<file path="src/rtl/uart_tx_queue.sv">
module uart_tx_queue #(
  parameter int ACC_W = 20,
  parameter int INC   = 6036,
  parameter int QA_W  = 4
) (
  input  logic       clk,
  input  logic       rst,
  input  logic       wr_en,
  input  logic [7:0] wr_data,
  output logic       full,
  output logic       dropped,
  output logic       busy,
  output logic       txd
);
  localparam int QDEPTH = 1 << QA_W;
  localparam logic [1:0] S_IDLE = 2'd0, S_START = 2'd1, S_DATA = 2'd2, S_STOP = 2'd3;

  logic [ACC_W-1:0] acc;
  logic             stb;
  logic [7:0]       mem [QDEPTH];
  logic [QA_W-1:0]  wptr, rptr;
  logic [QA_W:0]    count;
  logic [7:0]       hold;
  logic             pend;
  logic [1:0]       state;
  logic [2:0]       bidx;
  logic             push, pop;

  assign full = (count == (QA_W+1)'(QDEPTH));
  assign push = wr_en && !full;
  assign pop  = (state == S_IDLE) && !pend && (count != '0);
  assign busy = (state != S_IDLE) || pend || (count != '0);

  always_ff @(posedge clk) begin
    if (rst) {stb, acc} <= '0;
    else     {stb, acc} <= {1'b0, acc} + (ACC_W+1)'(INC);
  end

  always_ff @(posedge clk) begin
    if (push) mem[wptr] <= wr_data;
    if (pop)  hold <= mem[rptr];
  end

  always_ff @(posedge clk) begin
    if (rst) begin
      wptr    <= '0;
      rptr    <= '0;
      count   <= '0;
      dropped <= 1'b0;
    end else begin
      dropped <= wr_en && full;
      if (push) wptr <= wptr + 1'b1;
      if (pop)  rptr <= rptr + 1'b1;
      case ({push, pop})
        2'b10:   count <= count + 1'b1;
        2'b01:   count <= count - 1'b1;
        default: count <= count;
      endcase
    end
  end

  always_ff @(posedge clk) begin
    if (rst) begin
      state <= S_IDLE;
      bidx  <= '0;
      pend  <= 1'b0;
    end else begin
      if (pop) pend <= 1'b1;
      if (stb) begin
        case (state)
          S_IDLE:  if (pend) state <= S_START;
          S_START: begin
            state <= S_DATA;
            bidx  <= '0;
            pend  <= 1'b0;
          end
          S_DATA:  begin
            if (bidx == 3'd7) state <= S_STOP;
            else              bidx  <= bidx + 1'b1;
          end
          default: state <= S_IDLE;
        endcase
      end
    end
  end

  always_ff @(posedge clk) begin
    if (rst) txd <= 1'b1;
    else begin
      case (state)
        S_START: txd <= 1'b0;
        S_DATA:  txd <= hold[bidx];
        default: txd <= 1'b1;
      endcase
    end
  end
endmodule

</file>
<file path="config.mk">
export PLATFORM = sky130hd
export DESIGN_NAME = uart_tx_queue
export DESIGN_NICKNAME = d
export VERILOG_FILES = /design/src/rtl/uart_tx_queue.sv
export SDC_FILE = /design/constraint.sdc
export NUM_CORES = 1
export LEC_CHECK = 0
export BUFFER_PORTS_ARGS = -buffer_cell sky130_fd_sc_hd__buf_2
export CAP_MARGIN = 20
export CORE_ASPECT_RATIO = 1.1
export CORE_MARGIN = 5
export CORE_UTILIZATION = 50
export CTS_CLUSTER_DIAMETER = 30
export CTS_CLUSTER_SIZE = 8
export DETAILED_ROUTE_END_ITERATION = 8
export PLACE_DENSITY = 0.74
export SETUP_SLACK_MARGIN = 0.4
export SLEW_MARGIN = 15
export SYNTH_ARGS = -nofsm -noshare
export SYNTH_HDL_FRONTEND = slang
export SYNTH_SLANG_ARGS = --single-unit
</file>
<file path="constraint.sdc">
create_clock -name clk -period 3.9 [get_ports clk]
set_clock_uncertainty 0.05 [all_clocks]
set_input_delay 0.585 -clock clk [delete_from_list [all_inputs] [get_ports clk]]
set_output_delay 0.585 -clock clk [all_outputs]
set_load 0.05 [all_outputs]
</file>
==> impl_metrics.sql <==
INSERT INTO impl_metrics (metric_group, metric, value, unit) VALUES
('run_status', 'run_status', 'completed', ''),
('final_layout', 'mostFrequentLayoutCells', '136 x sky130_fd_sc_hd__edfxtp_1, 48 x sky130_fd_sc_hd__nor2_1, 39 x sky130_fd_sc_hd__dfxtp_1', ''),
('synth', 'synthTopCellsByArea', 'sky130_fd_sc_hd__edfxtp_1 56%, sky130_fd_sc_hd__dfxtp_1 11%, sky130_fd_sc_hd__mux4_2 5.5%', ''),
('synth', 'synth_enable_flop_cells', '136', ''),
('setup_path', 'worst-endpoint-arrival', '3.32', 'ns'),
('drt', 'ant_nets', '0', ''),
('setup_path', 'worst-r2r-cell-count', '12', ''),
('setup_path', 'start_kind', 'flop', ''),
('die', 'num_rows', '46', ''),
('placed_design', 'numPortBuffers', '14', ''),
('timing', 'final.period_utilization', '0.7828', ''),
('timing', 'timing.final.crit_period', '3.053', 'ns'),
('power', 'total_leakage_power', '2.793', 'nW'),
('final_layout', 'proportion_of_layout_cells_with_a_drive_suffix_above_1', '0.1635', ''),
('grt', 'grt_max_degree', '52', ''),
('drt', '1st_pass_router_iterations', '5', ''),
('drt', 'routed_via_density', '5.794', ''),
('die', 'core_region_area', '0.01445', 'mm²'),
('synth', 'ys_async_sr_fraction', '0', ''),
('setup_path', 'crit_type', 'flop to flop', ''),
('placed_design', 'dp_slack', '0.8065', 'ns'),
('timing', 'max_freq', '327.5', 'MHz'),
('cts', 'cts.repair_timing.setup_buffer_count', '0', ''),
('synth', 'postSynthNetCount', '517', ''),
('drt', 'dr_total_vias', '4125', ''),
('die', 'initial_utilization', '0.5085', ''),
('cts', 'cts_buffers', '17', ''),
('drt', 'routedWlPerCell', '19.23', 'µm'),
('placed_design', 'finalWeightedCongestion', '0.7753', ''),
('synth', 'postSynthCellCount', '492', ''),
('setup_path', 'worst-r2r-setup-slack', '0.85', 'ns'),
('grt', 'grt_pass1_wl', '21940', 'µm'),
('synth', 'synth.avg_cell_area', '14.93', 'µm²'),
('timing', 'final_critical_path_setup_slack', '0.8470', 'ns'),
('synth', 'yosys_warnings', '0', ''),
('cts', 'clock_slew_at_reported_path_ffs', '0.07', 'ns'),
('timing', 'timing.final.max_slew_violations', '0', ''),
('cts', 'cts.repair.resized', '0', ''),
('synth', 'dominantRegCellSynth', 'sky130_fd_sc_hd__edfxtp_1', ''),
('timing', 'timing.slew.headroom', '0.4362', ''),
('final_layout', 'final.fill_count', '1138', ''),
('grt', 'gr-total-overflow', '0', ''),
('drt', 'detail_route.wirelength', '13690', 'µm'),
('power', 'design_power_total', '5.108', 'mW'),
('timing', 'final-hold-violation-count', '0', ''),
('timing', 'final-setup-viol-count', '0', ''),
('synth', 'seq_area_frac_synth', '0.6650', ''),
('setup_path', 'worst_r2r_endpoint', 'count[4]$_SDFFE_PP0P_', ''),
('placed_design', 'dpl_cell_area', '0.007612', 'mm²'),
('drt', 'drt_iter0_markers', '409', ''),
('placed_design', 'detailedPlacementHpwl', '8976', 'µm'),
('synth', 'yosys.area.top_type', 'sky130_fd_sc_hd__edfxtp_1', ''),
('drt', 'drc_errors', '0', ''),
('synth', 'synthDominantCellAreaShare', '0.5560', ''),
('power', 'power_per_cell_area', '622.8', 'mW/mm²'),
('final_layout', 'syn2layout_area_growth', '11.65', '%'),
('grt', 'gr-usage-all-layers', '0.1687', ''),
('power', 'seq_power_share', '0.453', ''),
('run', 'cap_viol_max_count', '0', ''),
('setup_path', 'timing.critical_path.fanout_max', '13', ''),
('final_layout', 'final_nets', '532', ''),
('cts', 'cts_htree_levels', '4', ''),
('power', 'swShare', '0.2970', ''),
('cts', 'tritoncts', 'built', ''),
('worst_hold_path', 'hold_path.startpoint', 'acc[2]$_SDFF_PP0_', ''),
('grt', 'antenna_found_initial', '0', ''),
('power', 'power_report.internal_total', '3.591', 'mW'),
('die', 'fp.dieW', '125.6', 'µm'),
('cts', 'worstSkewPairLatency', '0.43', 'ns'),
('worst_hold_path', 'hold_path.class', 'flop to flop', ''),
('cts', 'cts-hold-fix-buffers', '0', '');
## cells by family (layout without fill, tap and decap cells)
family                   after synthesis  in the layout  synth area share
AND/OR/NAND/NOR                      110            110           0.07494
buffers and inverters                 37             65           0.02163
flip-flops                           176            176            0.6650
multiplexers                          60             60            0.1138
AO/OA/AOI/OAI                         77             77           0.07937
adder cells (fa/ha/maj)               14             14           0.02385
XOR/XNOR                              18             18           0.02146
## worst max-delay path: stages, from the launching register on
cell and delay [ns]:
sky130_fd_sc_hd__dfxtp_1 0.32, sky130_fd_sc_hd__inv_1 0.09, sky130_fd_sc_hd__ha_1 0.18, sky130_fd_sc_hd__nor2b_1 0.31
sky130_fd_sc_hd__a21boi_1 0.20, sky130_fd_sc_hd__buf_4 0.22, sky130_fd_sc_hd__ha_1 0.34, sky130_fd_sc_hd__xor2_1 0.13
sky130_fd_sc_hd__ha_1 0.20, sky130_fd_sc_hd__a21oi_1 0.23, sky130_fd_sc_hd__a32oi_1 0.14, sky130_fd_sc_hd__a31oi_1 0.18
sky130_fd_sc_hd__mux2_2 0.35
## per-layer routing
| layer | up-vias | routed length [µm] | track usage |
|---|---|---|---|
| met2 | 126 | 6755 | 0.2830 |
| met1 | 2055 | 5754 | 0.2127 |
| met5 | - | 0 | 0 |
| met4 | 0 | 318 | 0.06687 |
| met3 | 21 | 862 | 0.04137 |
| li1 | 1923 | - | - |
## synthesized netlist by cell type, types with 8 or more instances
master                       n
sky130_fd_sc_hd__nand2_1    17
sky130_fd_sc_hd__nor2b_1     8
sky130_fd_sc_hd__mux4_2     18
sky130_fd_sc_hd__ha_1       14
sky130_fd_sc_hd__xor2_1     11
sky130_fd_sc_hd__edfxtp_1  136
sky130_fd_sc_hd__a221oi_1   17
sky130_fd_sc_hd__dfxtp_1    40
sky130_fd_sc_hd__nor2_1     48
sky130_fd_sc_hd__a22oi_1    12
sky130_fd_sc_hd__inv_1      10
sky130_fd_sc_hd__o21ai_0    13
sky130_fd_sc_hd__buf_2      13
sky130_fd_sc_hd__mux2i_1    37
sky130_fd_sc_hd__clkbuf_1   11
## state kept, by name, summed over array words and instances (netlist names)
| register | flops |
|---|---|
| bidx | 3 |
| rptr | 4 |
| dropped | 1 |
| count | 5 |
| state | 2 |
| txd | 1 |
| pend | 1 |
| hold | 8 |
| mem | 128 |
| stb | 1 |
| wptr | 4 |
| acc | 18 |
## final cells by class
class	count	area, µm²	area share
timing repair buffer	22	142.6	0.01739
sequential	176	4886	0.5957
multi-input combinational	279	2302	0.2807
inverter	11	41.29	0.005034
tap	192	240.2	0.02929
clock buffer	17	425.4	0.05187
clock inverter	15	163.9	0.01998
## power by group through the flow
stage | logic, mW | clock network [mW] | registers, mW
after floorplan | 0.882 | 0 | 2.30
after global placement | 1.07 | 0 | 2.35
after detailed placement | 1.10 | 0 | 2.36
after CTS | 1.11 | 1.71 | 2.32
after global routing | 1.20 | 1.80 | 2.34
final | 1.10 | 1.69 | 2.32
## worst max path at each step
| stage | start | endpoint | slack [ns] | cells after the start |
|---|---|---|---|---|
| finish | state[0]$_SDFFE_PP0P_ | count[4]$_SDFFE_PP0P_ | 0.85 | 12 |
| global route | state[1]$_SDFFE_PP0P_ | count[4]$_SDFFE_PP0P_ | 0.63 | 12 |
| CTS | state[0]$_SDFFE_PP0P_ | count[4]$_SDFFE_PP0P_ | 0.85 | 12 |
| detailed placement | wr_en | count[4]$_SDFFE_PP0P_ | 0.81 | 10 |
| global placement | wr_en | count[4]$_SDFFE_PP0P_ | 0.94 | 10 |
| floorplan | state[0]$_SDFFE_PP0P_ | count[4]$_SDFFE_PP0P_ | 0.58 | 12 |
## stage by stage
stage / hold WS [ns] / utilization / std cells
6_report: 0.4188 / 0.5677 / 712
5_1_grt: 0.4293 / 0.5677 / 712
4_1_cts: 0.4048 / 0.5677 / 712
3_5_place_dp: 0.4021 / 0.5269 / 680
3_3_place_gp: 0.3886 / 0.5269 / 680
2_1_floorplan: 0.3747 / - / 492
Note: power is estimated with default switching activity, not from simulation.
